===== src/rtl/tx_pkg.sv =====
package tx_pkg;
  typedef enum logic [1:0] {LINE_MARK, LINE_SHIFT, LINE_SPACE} lineSel_e;
  typedef enum logic [1:0] {ST_IDLE, ST_SEND, ST_BREAK, ST_MARK} txState_e;
  typedef struct packed {
    logic     loadShift;
    logic     shiftBit;
    lineSel_e lineSel;
  } txStrobe_t;
endpackage


===== src/rtl/tx_datapath.sv =====
module tx_datapath
  import tx_pkg::*;
#(
  parameter int DATA_W = 8
) (
  input  logic              clk,
  input  logic              rstN,
  input  logic              txEnable,
  input  logic              wrStrobe,
  input  logic [DATA_W-1:0] wrData,
  input  logic              nineBit,
  input  logic              parityOdd,
  input  txStrobe_t         strobe,
  output logic              drFull,
  output logic              txLine
);
  localparam int SHIFT_W = DATA_W + 3;

  logic [DATA_W-1:0]  drReg;
  logic [SHIFT_W-1:0] shiftReg;
  logic               wrAcc;
  logic               parBit;

  assign wrAcc  = wrStrobe && txEnable;
  assign parBit = nineBit ? ((^drReg) ^ parityOdd) : 1'b1;

  always_ff @(posedge clk or negedge rstN) begin
    if (!rstN) begin
      drReg  <= '0;
      drFull <= 1'b0;
    end else if (wrAcc) begin
      drReg  <= wrData;
      drFull <= 1'b1;
    end else if (strobe.loadShift) begin
      drFull <= 1'b0;
    end
  end

  always_ff @(posedge clk or negedge rstN) begin
    if (!rstN) begin
      shiftReg <= '1;
    end else if (strobe.loadShift) begin
      shiftReg <= {1'b1, parBit, drReg, 1'b0};
    end else if (strobe.shiftBit) begin
      shiftReg <= {1'b1, shiftReg[SHIFT_W-1:1]};
    end
  end

  always_comb begin
    case (strobe.lineSel)
      LINE_SHIFT: txLine = shiftReg[0];
      LINE_SPACE: txLine = 1'b0;
      default:    txLine = 1'b1;
    endcase
  end

  assert_write_captures_R3: assert property (@(posedge clk) disable iff (!rstN)
    wrAcc |=> (drFull && drReg == $past(wrData)));

  assert_disabled_write_R2: assert property (@(posedge clk) disable iff (!rstN)
    (!txEnable && !drFull) |=> !drFull);

  assert_load_empties_R7: assert property (@(posedge clk) disable iff (!rstN)
    (strobe.loadShift && !wrAcc) |=> !drFull);

  assert_shift_fill_R4: assert property (@(posedge clk) disable iff (!rstN)
    (strobe.shiftBit && !strobe.loadShift) |=>
      shiftReg == {1'b1, $past(shiftReg[SHIFT_W-1:1])});
endmodule


===== src/rtl/tx_ctrl.sv =====
module tx_ctrl
  import tx_pkg::*;
#(
  parameter int DATA_W     = 8,
  parameter int DIV_W      = 12,
  parameter int OVERSAMPLE = 16
) (
  input  logic             clk,
  input  logic             rstN,
  input  logic             txEnable,
  input  logic             breakReq,
  input  logic             nineBit,
  input  logic [DIV_W-1:0] divisor,
  input  logic             drFull,
  output txStrobe_t        strobe,
  output logic             txComplete
);
  localparam int SUB_W   = $clog2(OVERSAMPLE);
  localparam int MAXBITS = DATA_W + 3;
  localparam int BIT_W   = $clog2(MAXBITS + 1);
  localparam logic [BIT_W-1:0] LAST_PLAIN  = BIT_W'(DATA_W + 1);
  localparam logic [BIT_W-1:0] LAST_PARITY = BIT_W'(DATA_W + 2);
  localparam logic [SUB_W-1:0] SUB_LAST    = SUB_W'(OVERSAMPLE - 1);

  txState_e         state, nextState;
  logic [DIV_W-1:0] preCnt, divEff;
  logic [SUB_W-1:0] subCnt;
  logic [BIT_W-1:0] bitIdx, lastIdx;
  logic             tick, bitEnd, atLast, boundary, loadShift, restart;

  assign divEff = (divisor == '0) ? DIV_W'(1) : divisor;
  assign tick   = (preCnt >= divEff - DIV_W'(1));
  assign bitEnd = (state != ST_IDLE) && tick && (subCnt == SUB_LAST);
  assign atLast = (bitIdx >= lastIdx);

  always_comb begin
    nextState = state;
    boundary  = 1'b0;
    loadShift = 1'b0;
    case (state)
      ST_IDLE:  boundary = 1'b1;
      ST_SEND:  boundary = bitEnd && atLast;
      ST_MARK:  boundary = bitEnd;
      ST_BREAK: if (bitEnd && atLast && !breakReq) nextState = ST_MARK;
      default:  nextState = ST_IDLE;
    endcase
    if (boundary) begin
      if (txEnable && breakReq) begin
        nextState = ST_BREAK;
      end else if (txEnable && drFull) begin
        nextState = ST_SEND;
        loadShift = 1'b1;
      end else begin
        nextState = ST_IDLE;
      end
    end
  end

  assign restart = (nextState != state) || loadShift;

  always_ff @(posedge clk or negedge rstN) begin
    if (!rstN) begin
      state   <= ST_IDLE;
      preCnt  <= '0;
      subCnt  <= '0;
      bitIdx  <= '0;
      lastIdx <= LAST_PLAIN;
    end else begin
      state <= nextState;
      if (restart) begin
        preCnt  <= '0;
        subCnt  <= '0;
        bitIdx  <= '0;
        lastIdx <= nineBit ? LAST_PARITY : LAST_PLAIN;
      end else if (state != ST_IDLE) begin
        if (tick) begin
          preCnt <= '0;
          subCnt <= (subCnt == SUB_LAST) ? '0 : subCnt + SUB_W'(1);
          if (bitEnd && !atLast) bitIdx <= bitIdx + BIT_W'(1);
        end else begin
          preCnt <= preCnt + DIV_W'(1);
        end
      end
    end
  end

  always_comb begin
    strobe.loadShift = loadShift;
    strobe.shiftBit  = (state == ST_SEND) && bitEnd && !atLast;
    case (state)
      ST_SEND:  strobe.lineSel = LINE_SHIFT;
      ST_BREAK: strobe.lineSel = LINE_SPACE;
      default:  strobe.lineSel = LINE_MARK;
    endcase
  end

  assign txComplete = (state == ST_IDLE);

  assert_break_min_R9: assert property (@(posedge clk) disable iff (!rstN)
    ($past(state) == ST_BREAK && state == ST_MARK) |->
      ($past(bitIdx) >= $past(lastIdx) && !$past(breakReq)));

  assert_frame_holds_R8: assert property (@(posedge clk) disable iff (!rstN)
    (state == ST_SEND && !bitEnd) |=> state == ST_SEND);
endmodule


===== src/rtl/async_frame_tx.sv =====
module async_frame_tx
  import tx_pkg::*;
#(
  parameter int DATA_W     = 8,
  parameter int DIV_W      = 12,
  parameter int OVERSAMPLE = 16
) (
  input  logic              clk,
  input  logic              rstN,
  input  logic              txEnable,
  input  logic              breakReq,
  input  logic              nineBit,
  input  logic              parityOdd,
  input  logic [DIV_W-1:0]  divisor,
  input  logic              wrStrobe,
  input  logic [DATA_W-1:0] wrData,
  output logic              txLine,
  output logic              drEmpty,
  output logic              txComplete
);
  txStrobe_t strobe;
  logic      drFull;

  tx_ctrl #(.DATA_W(DATA_W), .DIV_W(DIV_W), .OVERSAMPLE(OVERSAMPLE)) i_ctrl (
    .clk(clk), .rstN(rstN), .txEnable(txEnable), .breakReq(breakReq),
    .nineBit(nineBit), .divisor(divisor), .drFull(drFull),
    .strobe(strobe), .txComplete(txComplete)
  );

  tx_datapath #(.DATA_W(DATA_W)) i_datapath (
    .clk(clk), .rstN(rstN), .txEnable(txEnable), .wrStrobe(wrStrobe),
    .wrData(wrData), .nineBit(nineBit), .parityOdd(parityOdd),
    .strobe(strobe), .drFull(drFull), .txLine(txLine)
  );

  assign drEmpty = !drFull;

  assert_idle_line_high_R1: assert property (@(posedge clk) disable iff (!rstN)
    txComplete |-> txLine);
endmodule


===== config.mk =====
export PLATFORM = sky130hd
export DESIGN_NAME = async_frame_tx
export DESIGN_NICKNAME = d
export VERILOG_FILES = /design/src/rtl/tx_pkg.sv /design/src/rtl/tx_datapath.sv /design/src/rtl/tx_ctrl.sv /design/src/rtl/async_frame_tx.sv
export SDC_FILE = /design/constraint.sdc
export NUM_CORES = 1
export LEC_CHECK = 0
export ABC_CLOCK_PERIOD_IN_PS = 6100
export BUFFER_PORTS_ARGS = -buffer_cell sky130_fd_sc_hd__buf_4
export CORE_MARGIN = 2
export CORE_UTILIZATION = 30
export DETAILED_ROUTE_END_ITERATION = 16
export GPL_ROUTABILITY_DRIVEN = 0
export SLEW_MARGIN = 20
export SYNTH_ARGS = -nofsm -noshare
export SYNTH_HDL_FRONTEND = slang
export SYNTH_SLANG_ARGS = --single-unit

===== constraint.sdc =====
create_clock -name clk -period 6.1 [get_ports clk]
set_input_delay 0.61 -clock clk [delete_from_list [all_inputs] [get_ports clk]]
set_output_delay 0.61 -clock clk [all_outputs]
set_load 0.1 [all_outputs]

# After elaboration in Yosys (flattened, before gate mapping)
# Cells that the tools add are included.
[word_totals] inputBits=27 reg_bits=46 output_inout_bits=3 wordCells=76
[op_classes] bitwise_logic=1 n_mux=29 n_reduce_logical=25 addsub=4 eq_ne=7 magnitude_cmp=2
[ops] op="$mux W12" count=4
[ops] op="$mux W4" count=8
[ops] op="$mux W11" count=2
[ops] op="$add A12 B1 Y12 const B" count=1
[ops] op="$ge A12 B12 Y1" count=1
[ops] op="$logic_not A12 Y1" count=1
[ops] op="$reduce_bool A2 Y1" count=6
[ops] op="$sub A12 B1 Y12 const B" count=1
[ops] op="$logic_and A1 B1 Y1" count=10
[ops] op="$mux W2" count=5
[ops] op="$add A4 B1 Y4 const B" count=2
[ops] op="$reduce_xor A8 Y1" count=1
[ops] op="$mux W1" count=7
[ops] op="$eq A2 B2 Y1 const B" count=3
[ops] op="$eq A2 B1 Y1 const B" count=2
[ops] op="$eq A4 B4 Y1 const B" count=1
[ops] op="$ge A4 B4 Y1" count=1
[ops] op="$pmux W2 S2" count=1
[ops] op="$logic_not A1 Y1" count=3
[ops] op="$pmux W1 S3" count=1
[ops] op="$reduce_and A3 Y1" count=1
[ops] op="$logic_not A2 Y1" count=1
[ops] op="$ne A2 B2 Y1" count=1
[ops] op="$pmux W1 S2" count=1
[ops] op="3 further kinds" count=3

# Depth between registers and ports, before layout
# Gate-level depths: netlist (run 1).
[depth] ltp_word=15 mapped_depth=17 depth_no_buf=15

# By module
# From an unflattened synthesis (run 1), not the netlist that was laid out.
[hier_totals] cells_unflattened=286 area_unflattened_um2=2733.9
[modules_own_cells] mod="tx_ctrl" cells_each=215 area_per_inst_um2=1863.0 seq_area_each_um2=601.8 n_inst=1
[modules_own_cells] mod="tx_datapath" cells_each=70 area_per_inst_um2=867.1 seq_area_each_um2=488.0 n_inst=1
[modules_own_cells] mod="async_frame_tx" cells_each=1 area_per_inst_um2=3.8 seq_area_each_um2=0.0 n_inst=1

# Worst setup path before layout (run 1)
# No wires, ideal clock.
[synth_timing] path_type="input to register" start="in divisor[6]" end="reg i_ctrl.lastIdx[1]" t_arrival_ns=4.199 path_slack_ns=1.773 required_ns=5.973 n_path_buf=0 stages=15 setup_time_ns=0.127 cell_sequence="or4_1 -> or3_1 -> nor4_4 -> a21oi_1 -> ha_1 -> nand2b_1 -> nor3_1 -> xnor2_1 -> ha_1 -> nand4_2 -> nor4_2 -> nand2_1 -> a2111oi_2 -> a211o_2 -> mux2_1"
[synth_between] elab_chain_cells=13 elab_cells_between_ends=15 classes_between="1 x add/sub; 1 x order compare; 1 x eq/ne; 6 x mux; 6 x reduce/logical"
[synth_rtl] element="start: declaration" line="async_frame_tx.sv:14" source="input logic [DIV_W-1:0] divisor,"
[synth_rtl] element="$logic_not A12 Y1" line="tx_ctrl.sv:31" source="assign divEff = (divisor == '0) ? DIV_W'(1) : divisor;"
[synth_rtl] element="$mux W12 (*)" line="tx_ctrl.sv:31"
[synth_rtl] element="$sub A12 B1 Y12 (*)" line="tx_ctrl.sv:32" source="assign tick = (preCnt >= divEff - DIV_W'(1));"
[synth_rtl] element="$ge A12 B12 Y1 (*)" line="tx_ctrl.sv:32"
[synth_rtl] element="$logic_and A1 B1 Y1 (*) (2 in series)" line="tx_ctrl.sv:33" source="assign bitEnd = (state != ST_IDLE) && tick && (subCnt == SUB_LAST);"
[synth_rtl] element="$logic_and A1 B1 Y1" line="tx_ctrl.sv:42, tx_ctrl.sv:44"
[synth_rtl] element="$logic_and A1 B1 Y1" line="tx_ctrl.sv:44" source="ST_BREAK: if (bitEnd && atLast && !breakReq) nextState = ST_MARK;"
[synth_rtl] element="$mux W2" line="tx_ctrl.sv:44"
[synth_rtl] element="$mux W2" line="tx_ctrl.sv:40" source="case (state)"
[synth_rtl] element="$mux W2" line="tx_ctrl.sv:47" source="if (boundary) begin"
[synth_rtl] element="$ne A2 B2 Y1" line="tx_ctrl.sv:59" source="assign restart = (nextState != state) || loadShift;"
[synth_rtl] element="$logic_or A1 B1 Y1 (*)" line="tx_ctrl.sv:59"
[synth_rtl] element="end signal: assignment" line="tx_ctrl.sv:74" source="lastIdx <= nineBit ? LAST_PARITY : LAST_PLAIN;"
[synth_rtl] element="end: declaration" line="tx_ctrl.sv:28" source="logic [BIT_W-1:0] bitIdx, lastIdx;"
# Mark *: on every way between the ends. The rest lies on a longest branch, timed or not.
# A chain may end at the register's enable or synchronous reset.

# Worst setup path after layout (run 1)
[layout_timing] start="in divisor[6]" end="reg i_ctrl.preCnt[0]"
[layout_between] elab_chain_cells=14 elab_cells_between_ends=19 classes_between="1 x add/sub; 1 x order compare; 1 x eq/ne; 9 x mux; 7 x reduce/logical"
[layout_rtl] element="$logic_not A12 Y1" line="tx_ctrl.sv:31"
[layout_rtl] element="$mux W12 (*)" line="tx_ctrl.sv:31"
[layout_rtl] element="$sub A12 B1 Y12 (*)" line="tx_ctrl.sv:32"
[layout_rtl] element="$ge A12 B12 Y1 (*)" line="tx_ctrl.sv:32"
[layout_rtl] element="$logic_and A1 B1 Y1 (2 in series)" line="tx_ctrl.sv:33"
[layout_rtl] element="$logic_and A1 B1 Y1" line="tx_ctrl.sv:42, tx_ctrl.sv:44"
[layout_rtl] element="$logic_and A1 B1 Y1" line="tx_ctrl.sv:44"
[layout_rtl] element="$mux W2" line="tx_ctrl.sv:44"
[layout_rtl] element="$mux W2" line="tx_ctrl.sv:40"
[layout_rtl] element="$mux W2" line="tx_ctrl.sv:47"
[layout_rtl] element="$ne A2 B2 Y1" line="tx_ctrl.sv:59"
[layout_rtl] element="$logic_or A1 B1 Y1" line="tx_ctrl.sv:59"
[layout_rtl] element="$mux W12 / $reduce_bool A2 Y1 (equally long branches)"
[layout_rtl] element="end signal: assignment" line="tx_ctrl.sv:81" source="preCnt <= preCnt + DIV_W'(1);"
[layout_rtl] element="end: declaration" line="tx_ctrl.sv:26" source="logic [DIV_W-1:0] preCnt, divEff;"
# Mark *: on every way between the ends. The rest lies on a longest branch, timed or not. The select of a mux whose other input is x is not followed.

==> run summary, run 1 <==
The tools report the final routed DRC violation total as 0. Detailed placement ended at an HPWL of 4120 um. The detailed-router iteration count before antenna repair is 4.

Counting buffers and inverters, the worst setup path is 16 cells deep. The tools report the final wirelength as 5310 um. During synthesis, Yosys emitted a total of 0 warnings. Net count of the mapped netlist: 323. In the synthesized netlist the async set-or-reset flop fraction comes to 100%.

The cell sitting at the root of the clock tree is a sky130_fd_sc_hd__clkbuf_8. The share of the cycle needed by the critical path after routing is 75.0%, and the port buffer count is 29. TritonCTS built the clock tree. The number of clock sinks is 43.

The clock-pin transition on the worst setup and hold timing paths was 0.08 ns; the count of final setup violators was 0. The die covers 10200 um^2. Adding up every negative setup slack in the final design gives 0 ns. IR analysis of the VDD net gives a maximum drop of 144 uV. Excluding fillers, the count of instances in the completed layout stands at 422. The post-route minimum period was 4.58 ns; the arrival time at the worst endpoint was 4.72 ns. The run gives 2 as the largest buffer count on any clock path. Placed instance count: 414. Across the run, the number of max-cap violations was 0. The initial DRC count was 67; the largest stage delay on the critical path was 0.67 ns.

Of all nets on the critical path, the largest fanout is 11. The setup skew after layout was 0.00398 ns. The type of element capturing the critical path was a register.

Total power: 0.866 mW. The startpoint type of the worst setup path is a primary input. In this run the count of I/O pins placed on the die edge is 30.

The worst path buffer plus inverter count was 1. The mean routed wirelength per cell is 12.6 um, and the count of buffers added by post-CTS timing repair for setup is 0. Post-detailed-route via-to-cell ratio: 4.97.

The synthesized area per cell was 10.1 um^2; the hold violation count in the final report was 0. Total count of max-transition violations in the final report: 0. The flow ran to the end, and the final reports show no timing, DRC or antenna violations.

The total leakage power was 1.44 nW; the insertion delay of the later-clocked pin in the worst-skew pair was 0.29 ns. The mapped netlist covers 2810 um^2. The run gives 0 as the remaining antenna violation count after routing. The critical path goes through buf_4 > or4_1 > or3_1 > nor4_4 > a21oi_1 > ha_1 > nand2b_1 > nor3_1 > xnor2_1 > ha_1 > nand4_2 > nor4_2 > nand2_1 > and2_1 > a21oi_1 > nor2_1.

Counting flops and latches in the post-synthesis netlist gives 43. Setup repair after global routing left no endpoint under its margin. The share of final-layout standard cells stronger than drive strength 1 is 26.4%. From synthesis to final layout, the design area changed by 15.6%. Counting the buffers created by CTS gives 5. Hold timing on the final database bottoms out at a slack of 0.298 ns. Path depth of the worst reg2reg path: 7. For the pin with the worst max-slew slack, the measured transition is 0.832 ns. The die is 101 um wide. The synthesized design contains 0 enable-type register cells. Global routing finished with a remaining overflow of 0. The tools report the number of antenna repair diodes as 0. In this run, post-CTS repair resized a total of 0 instances. Global routing used 11.2% of the available tracks across all layers. The first global-routing pass estimated 9180 um of wire. Data on the critical path is required at its endpoint by 6.24 ns. Entering global routing, the biggest net connects 44 pins.

The via count of the first global-routing pass was 1996; the initial cell density of the core was 30.7%. In this run the tightest slew margin relative to its limit is 44.6%. On the critical path the largest part of the delay comes from simple AND/OR/NAND/NOR gates. The total area inside the core boundary comes to 9150 um^2. Class of the tightest hold or removal check: in2async. The logs give 0 for the number of antenna violations at the first check in global routing and 48 for the number of distinct library cells after synthesis.

Of the synthesized area, sequential elements account for 38.8%. The critical path start-end classification is in2reg. Achievable frequency: 219 MHz. At the end of the flow, the number of nets in the layout was 355.

The dominant synthesized flop cell is sky130_fd_sc_hd__dfrtp_1. After clock tree synthesis, the flow added hold-fix buffers numbering 0. On the critical path, the stage with the largest delay is an instance of sky130_fd_sc_hd__a21oi_1. The clock tree synthesis step divided the H-tree into 2 levels.

For this design the ratio of total power to cell area is 267 nW/um^2. The die is 101 um tall. Counting every instance in the synthesized netlist gives 278. The run gives 35 as the number of core rows. The detailed router placed 2097 vias in this run.
registers in the layout, summed over array words and instances (netlist names):
name,count
i_ctrl.lastIdx,2
i_datapath.shiftReg,10
i_ctrl.bitIdx,4
i_ctrl.state,2
i_datapath.drFull,1
i_ctrl.subCnt,4
i_ctrl.preCnt,12
i_datapath.drReg,8
final timing paths:
kind	endpoint	slack, ns	start
max	i_ctrl.preCnt[0]$_DFFE_PN0P_	1.52	divisor[6]
min	i_datapath.drReg[0]$_DFFE_PN0P_	0.30	rstN
max reg2reg	i_ctrl.subCnt[3]$_DFFE_PN0P_	3.40	i_ctrl.preCnt[11]$_DFFE_PN0P_
min reg2reg	i_ctrl.lastIdx[0]$_DFFE_PN1N_	0.48	i_ctrl.lastIdx[0]$_DFFE_PN1N_
max in group asynchronous	i_datapath.shiftReg[7]$_DFFE_PN1P_	5.43	rstN
min in group clk	i_ctrl.lastIdx[0]$_DFFE_PN1N_	0.48	i_ctrl.lastIdx[0]$_DFFE_PN1N_
metal layers:
| metal | global-route usage [%] | share of wire [%] | vias up |
|---|---|---|---|
| li1 | - | - | 1063 |
| met2 | 18.4 | 45 | 53 |
| met1 | 15.0 | 48 | 972 |
| met3 | 2.43 | 5.7 | 9 |
| met5 | 0 | 0 | - |
| met4 | 3.16 | 1.4 | 0 |
worst reg2reg max path: stages, from the launching register on:
cell and delay [ns]:
sky130_fd_sc_hd__dfrtp_1 0.41, sky130_fd_sc_hd__ha_1 0.34, sky130_fd_sc_hd__a21oi_1 0.15, sky130_fd_sc_hd__o21ai_0 0.16, sky130_fd_sc_hd__a21oi_1 0.49, sky130_fd_sc_hd__a2111oi_2 0.18
sky130_fd_sc_hd__a211oi_1 0.65, sky130_fd_sc_hd__a32o_1 0.27
report_power, final:
part	total, mW	internal (mW)	switching, mW
clock network	0.220	0.122	0.0981
registers	0.413	0.357	0.0558
logic	0.234	0.129	0.104
total	0.866	0.608	0.258
layout by cell type (no fill, tap or decap), types with 4 or more instances in the layout:
cell                        n
sky130_fd_sc_hd__a21oi_1   14
sky130_fd_sc_hd__and2_1     6
sky130_fd_sc_hd__buf_4     29
sky130_fd_sc_hd__clkbuf_8   5
sky130_fd_sc_hd__dfrtp_1   32
sky130_fd_sc_hd__dfstp_2   11
sky130_fd_sc_hd__ha_1      18
sky130_fd_sc_hd__inv_1     13
sky130_fd_sc_hd__mux2_2    18
sky130_fd_sc_hd__mux2_4     7
sky130_fd_sc_hd__nand2_1   17
sky130_fd_sc_hd__nand3_1   16
sky130_fd_sc_hd__nor2_1    32
sky130_fd_sc_hd__nor3_1     4
sky130_fd_sc_hd__o21ai_0   10
sky130_fd_sc_hd__xnor2_1   19
sky130_fd_sc_hd__xor2_1     9
cell usage after synthesis, types with 2 or more instances:
library cell | instances | area (um^2)
sky130_fd_sc_hd__nand4_1 | 2 | 12.5
sky130_fd_sc_hd__mux2i_1 | 3 | 30.0
sky130_fd_sc_hd__dfstp_2 | 11 | 289
sky130_fd_sc_hd__buf_6 | 2 | 22.5
sky130_fd_sc_hd__nor3_1 | 4 | 20.0
sky130_fd_sc_hd__mux2_2 | 18 | 203
sky130_fd_sc_hd__nand2_1 | 17 | 63.8
sky130_fd_sc_hd__o21a_1 | 3 | 22.5
sky130_fd_sc_hd__a21o_1 | 3 | 22.5
sky130_fd_sc_hd__ha_1 | 18 | 225
sky130_fd_sc_hd__a32o_1 | 3 | 30.0
sky130_fd_sc_hd__a21boi_0 | 2 | 15.0
sky130_fd_sc_hd__nor3b_1 | 2 | 15.0
sky130_fd_sc_hd__or3_1 | 3 | 18.8
sky130_fd_sc_hd__nand2b_1 | 3 | 18.8
sky130_fd_sc_hd__xnor2_1 | 19 | 166
sky130_fd_sc_hd__and3_1 | 2 | 12.5
sky130_fd_sc_hd__nor2_1 | 32 | 120
sky130_fd_sc_hd__o21ai_0 | 10 | 50.1
sky130_fd_sc_hd__a21oi_1 | 14 | 70.1
sky130_fd_sc_hd__nand3_1 | 16 | 80.1
sky130_fd_sc_hd__a211oi_1 | 3 | 22.5
sky130_fd_sc_hd__and2_1 | 6 | 37.5
sky130_fd_sc_hd__inv_1 | 13 | 48.8
sky130_fd_sc_hd__mux2_4 | 7 | 105
sky130_fd_sc_hd__dfrtp_1 | 32 | 801
sky130_fd_sc_hd__xor2_1 | 9 | 78.8
area by class of cell:
type                            instances  area, um^2
Clock buffer                            5        68.8
Clock inverter                          3        43.8
Fill cell                             929        5900
Inverter                               13        48.8
Multi-Input combinational cell        218        1640
Sequential cell                        43        1090
Tap cell                              111         139
Timing Repair Buffer                   29         218
stage by stage:
step	worst slack (ns)	area, um^2	utilization, %
after CTS	1.48	3250	35.5
after detailed placement	1.17	3140	34.3
after floorplan	1.77	2810	-
after global placement	1.29	3140	34.3
after global routing	1.06	3250	35.5
final	1.52	3250	35.5
kinds of logic (layout without fill, tap and decap cells):
| group | after synthesis | count (layout) | share of synthesized area [%] |
|---|---|---|---|
| buf+inv | 17 | 50 | 2.85 |
| simple gates | 95 | 95 | 17.3 |
| xor+xnor | 28 | 28 | 8.72 |
| compound gates | 48 | 48 | 12.0 |
| flops | 43 | 43 | 38.8 |
| fa+ha+maj | 18 | 18 | 8.01 |
| mux | 29 | 29 | 12.4 |
Power figures use the tool's default switching activity.
==> run 2, diff against run 1 <==
--- a/config.mk
+++ b/config.mk
@@ -5,7 +5,8 @@
 export SDC_FILE = /design/constraint.sdc
 export NUM_CORES = 1
 export LEC_CHECK = 0
-export ABC_CLOCK_PERIOD_IN_PS = 6100
+export ABC_AREA = 1
+export ABC_CLOCK_PERIOD_IN_PS = 3700
 export BUFFER_PORTS_ARGS = -buffer_cell sky130_fd_sc_hd__buf_4
 export CORE_MARGIN = 2
 export CORE_UTILIZATION = 30
==> constraint.sdc (replaced) <==
create_clock -name clk -period 3.7 [get_ports clk]
set_input_delay 0.37 -clock clk [delete_from_list [all_inputs] [get_ports clk]]
set_output_delay 0.37 -clock clk [all_outputs]
set_load 0.1 [all_outputs]
==> run summary, run 2 <==
Largest stage delay on the critical path: 0.38 ns (-0.29 ns). The run gives 37.5% (-1.2 points) as the share of the yosys chip area belonging to registers. The detailed-router iteration count before antenna repair is 5 (+1), and the total leakage power is 1.65 nW (+15%). The path depth of the worst reg2reg path works out to 14 (+7).

The mean routed wirelength per cell was 11.6 um (-8.1%); the power per cell area was 518 nW/um^2 (+94%). The number of antenna violations at the first check in global routing is 0 (unchanged), and the number of clock sinks is 43 (unchanged). The setup path with the least slack is of type in2reg. The run gives 35 (unchanged) as the number of core rows. The height of the die is 102 um (+1.5%). TritonCTS built the clock tree. The maximum fanout count along the critical path is 9 (-2). Number of flops mapped to enable cells by yosys: 0 (unchanged). The final wirelength came out at 6100 um (+15%). On the critical path, the stage with the largest delay is an instance of sky130_fd_sc_hd__nor4_1. The run gives 9330 um^2 (+1.9%) as the core region area. For the area of all placed cells without fillers, the log shows 3380 um^2 (+4.0%).

The total congestion overflow came out at 0 (unchanged). The transition at the pin with the smallest max-transition slack came out at 0.566 ns (-0.265 ns). The largest area contributor in the netlist is sky130_fd_sc_hd__dfrtp_1.

The logs give 0 ns (unchanged) for the final-layout setup total negative slack and 2 (unchanged) for the largest buffer count on any clock path. The initial DRC count is 78 (+16%), and the fraction of the mapped netlist area in simple logic gates is 26.1% (+8.9 points). The arrival time at the worst endpoint came out at 3.41 ns (-1.31 ns).

For this run, the leading register cell type out of synthesis is sky130_fd_sc_hd__dfrtp_1. Walking the worst path, the cells encountered are buf_4 > nor4_1 > a31oi_1 > ha_1 > nand2_1 > nor3_1 > xor2_1 > ha_1 > nand2_1 > nor2_2 > nand2_1 > nor2_1 > nand2_1 > nand2_2 > nand3_2 > nand2_4 > nand3_2 > nand4_2 > nand2_1 > nand2_1 > nand2_1. Number of H-tree levels: 2 (unchanged). The run gives 1.75 mW (+100%) as the total power.

The post-placement cell area was 3260 um^2 (+3.8%). Counting stages on the worst path, the most repeated cell is sky130_fd_sc_hd__nand2_1. The top cell types in the final layout, fill and taps aside, are sky130_fd_sc_hd__nand2_1, sky130_fd_sc_hd__inv_1, sky130_fd_sc_hd__o21ai_0. The clock-pin transition on the worst setup and hold timing paths is 0.10 ns (+0.02 ns).

The cell sitting at the root of the clock tree is a sky130_fd_sc_hd__clkbuf_8. The port buffer count works out to 29 (unchanged). The half-perimeter wire length after detailed placement was 4600 um (+12%). The number of buffers inserted for hold repair after clock tree synthesis was 0 (unchanged). The hold violation count in the final report was 0 (unchanged); the post-route core utilization was 36.2% (+0.74 points). The overall die area is 10500 um^2 (+3.1%), and the layout overhead on the synthesized area is 16.5%. Setup repair after global routing left no endpoint under its margin. The number of vias in the routed layout was 2440 (+16%); the total count of max-transition violations in the final report was 0 (unchanged). The top-area cell type share of the netlist area works out to 27.6% (-0.90 points). The xor/xnor share of the synthesized area works out to 8.15% (-0.58 points). The tools report the number of nets in the finished design as 442 (+25%).

The tools report the gate count of the mapped netlist as 365 (+31%). The largest registers in the layout are i_ctrl.preCnt: 12 flops, i_datapath.shiftReg: 10 flops, i_datapath.drReg: 8 flops. The most common cell in the synthesized netlist is sky130_fd_sc_hd__nand2_1. The largest family of logic cells by synthesized area is simple AND/OR/NAND/NOR gates. The synthesis-stage register bit count is 43 (unchanged), and the count of maximum capacitance violations is 0 (unchanged). Dividing the final minimum period by the clock period gives 87.1%. Insertion delay of the later-clocked pin in the worst-skew pair: 0.30 ns (about the same). The logs give 13.2% (+2.0 points) for the global-route usage over all layers and 30 (unchanged) for the number of top-level design ports. The internal reg-to-reg setup slack came out at 1.40 ns (-2.00 ns). For the global-route wire length before repair, the log shows 11100 um (+21%). For the CTS buffer count, the log shows 5 (unchanged). The share of cell area taken by muxes after synthesis came out at 3.49% (-8.9 points). The overall die width was 102 um (+1.5%).

The warning count from the yosys run came out at 0 (unchanged). In the post-synthesis netlist, the biggest area contributors are sky130_fd_sc_hd__dfrtp_1, sky130_fd_sc_hd__dfstp_2, sky130_fd_sc_hd__nand2_1. In this run the worst setup path begins at divisor[9]. Launching point of the worst reg2reg path: i_ctrl.preCnt[9]$_DFFE_PN0P_.

The count of final setup violators came out at 0 (unchanged). The post-detailed-route via-to-cell ratio was 4.63 (-6.8%). The arithmetic-cell share of the synthesized area counting full adders, half adders and majority gates came out at 7.76% (-0.25 points). By count the netlist is led by sky130_fd_sc_hd__nand2_1, sky130_fd_sc_hd__inv_1, sky130_fd_sc_hd__o21ai_0. Share of the synthesized area in compound gates (AO/OA/AOI/OAI): 9.53% (-2.4 points). STA classifies the critical path endpoint as a register. The share of final-layout standard cells stronger than drive strength 1 is 19.1% (-7.3 points).

The synthesized area per cell came out at 7.95 um^2 (-21%). Counting flops per register, the top entry is i_ctrl.preCnt. STA classifies the critical path startpoint as a primary input. Maximum VDD drop: 240 uV (+66%). The tightest min-delay check is of the in2async type.

The tools report the worst relative slew slack as 62.2% (+18 points). The via count of the first global-routing pass is 2452 (+23%), and the flip-flop count of the largest register, all copies and words added is 12 (unchanged). The most common cell after layout, fill and taps aside is sky130_fd_sc_hd__nand2_1. The post-synthesis instance area is 2900 um^2 (+3.2%), and the largest net degree at the start of global routing is 44 (unchanged). The final routed DRC violation total is 0 (unchanged), and the share of synthesized registers carrying an async set or reset is 100% (unchanged). For the number of antenna repair diodes, the log shows 0 (unchanged).

The run gives 310 MHz as the achievable frequency. The logs give 410 (+27%) for the net count of the mapped netlist and 3.89 ns (-2.35 ns) for the data required time at the worst endpoint. For the setup skew after layout, the log shows 0.0130 ns (+0.00903 ns). Post-route minimum period: 3.22 ns.

The initial cell density of the core was 31.1% (+0.40 points). The run finished with clean final reports. For the remaining antenna violation count after routing, the log shows 0 (unchanged). The tools report the number of distinct library cells after synthesis as 34 (-29%).
[run 2: cell types whose count changed in the layout (fill, tap and decap cells not counted), sizes merged, moves of 10 or more]
cell   before  now
nand2      17   80
xnor2      19    8
inv        13   49
xor2        9   19
mux2       26    9
nand3      16   36
o21ai      10   40
[run 2: path summary, 6_finish.rpt]
kind | to
worst max-delay path | i_ctrl.subCnt[1]$_DFFE_PN0P_
worst min-delay path | i_ctrl.subCnt[3]$_DFFE_PN0P_
worst max register to register | i_ctrl.subCnt[1]$_DFFE_PN0P_
worst min register to register | i_datapath.shiftReg[6]$_DFFE_PN1P_
max in group asynchronous | i_ctrl.subCnt[0]$_DFFE_PN0P_
min in group clk | i_datapath.shiftReg[9]$_DFFE_PN1P_
[run 2: timing repair]
item                       in CTS  in global routing
setup endpoints to repair       0                  9
resized for setup               0                  3
buffers inserted                0                  0
[run 2: cell type report]
class                      instances  area, um^2
clock inverter                     3        46.3
sequential                        43        1090
timing repair buffer              30         225
clock buffer                       5        68.8
tap                              129         161
inverter                          48         183
fill                             968        5950
multi-input combinational        269        1610
[run 2: routing by layer]
| metal | up-vias | GRT usage [%] | share of wire [%] |
|---|---|---|---|
| met5 | - | 0 | 0 |
| met4 | 0 | 3.69 | 0.93 |
| met3 | 4 | 1.85 | 3.1 |
| met2 | 41 | 22.6 | 48 |
| met1 | 1138 | 17.5 | 48 |
| li1 | 1257 | - | - |
[run 2: worst max-delay path: cells and delay by family]
family | cells | cell delay, ns
simple gates | 16 | 1.96
fa+ha+maj | 2 | 0.57
compound gates | 1 | 0.24
xor+xnor | 1 | 0.15
buf+inv | 1 | 0.12
[run 2: power by group]
part	leakage [nW]	internal [mW]	switching [mW]	total, mW
clock	0.0548	0.204	0.180	0.383
combinational	1.08	0.257	0.357	0.614
sequential	0.512	0.642	0.110	0.752
[run 2: cells by family after synthesis]
logic type / Yosys count
buffers and inverters: 53
DFF: 43
muxes: 9
adders and majority gates: 18
AOI/OAI and AO/OA: 52
and+or+nand+nor: 163
xor gates and xnor gates: 27
[run 2: per-stage QoR]
step | hold slack (ns) | cells | worst slack, ns
2_1_floorplan | 0.0744 | 365 | 0.581
3_3_place_gp | 0.404 | 519 | 0.135
4_1_cts | 0.0713 | 527 | 0.335
6_report | 0.0516 | 527 | 0.478
5_1_grt | 0.0960 | 527 | 0.0116
3_5_place_dp | 0.407 | 519 | 0.0330
==> run 3, diff against run 2 <==
--- a/config.mk
+++ b/config.mk
@@ -6,12 +6,11 @@
 export NUM_CORES = 1
 export LEC_CHECK = 0
 export ABC_AREA = 1
-export ABC_CLOCK_PERIOD_IN_PS = 3700
-export BUFFER_PORTS_ARGS = -buffer_cell sky130_fd_sc_hd__buf_4
+export ABC_CLOCK_PERIOD_IN_PS = 4010
+export BUFFER_PORTS_ARGS = -buffer_cell sky130_fd_sc_hd__clkbuf_2
 export CORE_MARGIN = 2
 export CORE_UTILIZATION = 30
 export DETAILED_ROUTE_END_ITERATION = 16
-export GPL_ROUTABILITY_DRIVEN = 0
 export SLEW_MARGIN = 20
 export SYNTH_ARGS = -nofsm -noshare
 export SYNTH_HDL_FRONTEND = slang
==> constraint.sdc (replaced) <==
create_clock -name clk -period 4.01 [get_ports clk]
set_input_delay 0.401 -clock clk [delete_from_list [all_inputs] [get_ports clk]]
set_output_delay 0.401 -clock clk [all_outputs]
set_load 0.1 [all_outputs]
==> run summary, run 3 (synthesis gave the netlist of run 2 again) <==
The global-route wire length before repair came out at 10200 um (-8.0%). The tools report the storage element area as 1090 um^2 (unchanged). The library cell used most frequently in the layout, excluding fill and tap cells, is sky130_fd_sc_hd__nand2_1. The run gives 0 (unchanged) as the count of final setup violators.

The setup path with the least slack is of type in2reg. The initial cell density of the core is 31.1% (unchanged). The post-route core utilization is 35.5% (-0.78 points), and the overall die area is 10500 um^2 (unchanged).

Worst relative slew slack: 63.3% (+1.0 points). The top cell types in the final layout, fill and taps aside, are sky130_fd_sc_hd__nand2_1, sky130_fd_sc_hd__inv_1, sky130_fd_sc_hd__o21ai_0. The power per cell area is 486 nW/um^2 (-6.1%), and the sequential cell fraction of total power is 43.2% (+0.2 points). The post-route minimum period is 3.34 ns, and the total leakage power is 1.64 nW (-0.65%). Among all stages on the critical path, the largest delay is contributed by sky130_fd_sc_hd__nor4_1. For the largest buffer count on any clock path, the log shows 2 (unchanged). The run gives 5940 um (-2.7%) as the final wirelength. The initial DRC count is 98 (+26%), and the maximum fanout count along the critical path is 19 (+10). The internal power summed over all cells is 1.01 mW (-8.6%), and the number of clock sinks is 43 (unchanged).

The clock-pin transition on the worst setup and hold timing paths came out at 0.09 ns (about the same). The detailed-router iteration count before antenna repair was 4 (-1). The run gives 0 (unchanged) as the total congestion overflow. The worst setup path is launched from a primary input. The post-detailed-route via-to-cell ratio is 4.56 (-1.5%).

The launching instance or port of the critical path was divisor[5]. Arrival time at the worst endpoint: 3.59 ns (+0.18 ns). Setup repair after global routing left no endpoint under its margin. The run gives 4500 um (-2.1%) as the half-perimeter wire length after detailed placement.

The run gives 520 (+0.19%) as the placed instance count. The path depth of the worst reg2reg path came out at 12 (-2). The tree is rooted in a sky130_fd_sc_hd__clkbuf_8. The number of vias in the routed layout is 2409 (-1.3%).

The run gives 0 (unchanged) as the count of maximum capacitance violations. The portion of total power attributed to the clock network was 22.2% (+0.3 points). The final weighted congestion in routability-driven placement came out at 0.813. The hold violation count in the final report was 0 (unchanged); the number of H-tree levels was 2 (unchanged). The largest stage delay on the critical path was 0.44 ns (+0.06 ns). For the final routed DRC violation total, the log shows 0 (unchanged).

The data required time at the worst endpoint was 4.25 ns (+0.36 ns); the largest net degree at the start of global routing was 44 (unchanged). The wire length on met2 is 2640 um (-9.9%), and the layout overhead on the synthesized area is 14.0%. TritonCTS built the clock tree. The register with the most flip-flops in the final layout is i_ctrl.preCnt. The height of the die came out at 102 um (unchanged). For the core region area, the log shows 9330 um^2 (unchanged). The share of final-layout standard cells stronger than drive strength 1 came out at 18.5% (-0.55 points). The top layer reached by signal wires was met4. The net switching power of the design is 0.598 mW (-7.5%).

The multi-input logic area came out at 1600 um^2 (-0.55%). The startpoint identified for the worst register-to-register timing path is i_ctrl.preCnt[9]$_DFFE_PN0P_. The worst hold margin is 0.149 ns (+0.0977 ns), and the maximum VDD drop is 223 uV (-7.2%). The worst setup path is captured at a register.

The number of top-level design ports was 30 (unchanged). The largest registers in the layout are i_ctrl.preCnt: 12 flops, i_datapath.shiftReg: 10 flops, i_datapath.drReg: 8 flops. The run gives 0.0105 ns (-0.00252 ns) as the setup skew after layout. The run gives 0 (unchanged) as the remaining antenna violation count after routing.

The global-route usage over all layers is 12.2% (-1.1 points). The tightest min-delay check is of the in2async type. The overall die width is 102 um (unchanged). The count of buffers added by post-CTS timing repair for setup is 0 (unchanged). The number of buffers inserted for hold repair after clock tree synthesis is 0 (unchanged). The total count of max-transition violations in the final report is 0 (unchanged).

Number of gates resized after cts: 0 (unchanged). For the post-route non-filler standard cell count, the log shows 528 (+0.19%). The switching share of power is 37.2% (+0.28 points). The tools report the number of filler instances in the final layout as 987 (+2.0%).

For the insertion delay of the later-clocked pin in the worst-skew pair, the log shows 0.31 ns (about the same). Number of antenna repair diodes: 0 (unchanged). The flip-flop count of the largest register, all copies and words added is 12 (unchanged).

The number of core rows is 35 (unchanged). The tools report the combinational cell fraction of total power as 34.7% (-0.4 points). The wire length on met3 came out at 226 um (+21%). The most numerous cell type found on the critical path is sky130_fd_sc_hd__nand2_1. For this run, the top clock speed supported by timing is 299 MHz. The number of antenna violations at the first check in global routing was 0 (unchanged); the share of the cycle needed by the critical path after routing was 83.4%. The CTS buffer count was 5 (unchanged); the transition at the pin with the smallest max-transition slack was 0.551 ns (-0.0153 ns).

The area of all placed cells without fillers was 3310 um^2 (-2.1%); the mean routed wirelength per cell was 11.2 um (-2.9%). The via count of the first global-routing pass is 2252 (-8.2%). The run finished with clean final reports.

The post-placement cell area was 3190 um^2 (-2.0%). Traced cell by cell, the critical path runs through clkbuf_2 > nor4_1 > a31oi_1 > ha_1 > nand2_1 > nor3_1 > xor2_1 > ha_1 > nand2_1 > nor2_2 > nand2_1 > nor2_1 > nand2_1 > nand2_2 > nand3_2 > a21oi_1 > inv_1 > nand2_1 > nor2_1 > a21oi_1. The number of nets in the finished design is 443 (+0.23%), and the final-layout setup total negative slack is 0 ns (unchanged). The port buffer count came out at 29 (unchanged). The wire length on met1 was 2980 um (+1.8%).
[run 3: changes by cell type in the layout (fill, tap and decap cells not counted), sizes merged]
| cell | before | now |
|---|---|---|
| clkinvlp | 1 | 0 |
| clkinv | 0 | 1 |
| buf | 30 | 2 |
| clkbuf | 5 | 34 |
[run 3: final cells by class]
cell class / instances / area share, %
clock buffers: 5 / 2.08
clock inverters: 3 / 1.44
inverters: 48 / 5.52
multi-input cells: 269 / 48.3
flip-flops and latches: 43 / 32.9
well taps: 129 / 4.88
repair buffers: 31 / 4.84
[run 3: path summary, 6_finish.rpt]
| path | end | slack, ns |
|---|---|---|
| setup / recovery | i_datapath.shiftReg[9]$_DFFE_PN1P_ | 0.67 |
| hold / removal | i_ctrl.subCnt[3]$_DFFE_PN0P_ | 0.15 |
| setup reg to reg | i_datapath.shiftReg[7]$_DFFE_PN1P_ | 1.64 |
| hold reg to reg | i_datapath.shiftReg[4]$_DFFE_PN1P_ | 0.50 |
| max in group asynchronous | i_datapath.shiftReg[0]$_DFFE_PN1P_ | 3.46 |
| min in group clk | i_datapath.shiftReg[9]$_DFFE_PN1P_ | 0.24 |
[run 3: power by group through the flow]
stage                     clock network (mW)  registers, mW  logic, mW
after floorplan                            0          0.672      0.452
after global placement                     0          0.703      0.546
after detailed placement                   0          0.704      0.560
after CTS                              0.370          0.696      0.565
after global routing                   0.379          0.713      0.649
final                                  0.356          0.694      0.557
[run 3: critical path: cells and delay by family]
kind	cells	cell delay (ns)
AO/OA/AOI/OAI	3	0.58
XOR/XNOR	1	0.15
adder cells (fa/ha/maj)	2	0.58
AND/OR/NAND/NOR	12	1.54
buffers and inverters	2	0.34
[run 3: layer usage]
metal / global-route usage [%] / vias to the layer above
met5: 0 / -
met4: 3.49 / 0
met3: 2.60 / 8
met2: 19.9 / 39
met1: 16.3 / 1110
li1: - / 1252
[run 3: per-stage QoR]
stage	power, mW	worst slack [ns]
detailed placement	1.26	0.300
floorplan	1.12	0.860
CTS	1.63	0.631
finish	1.61	0.666
global placement	1.25	0.421
global route	1.74	0.176
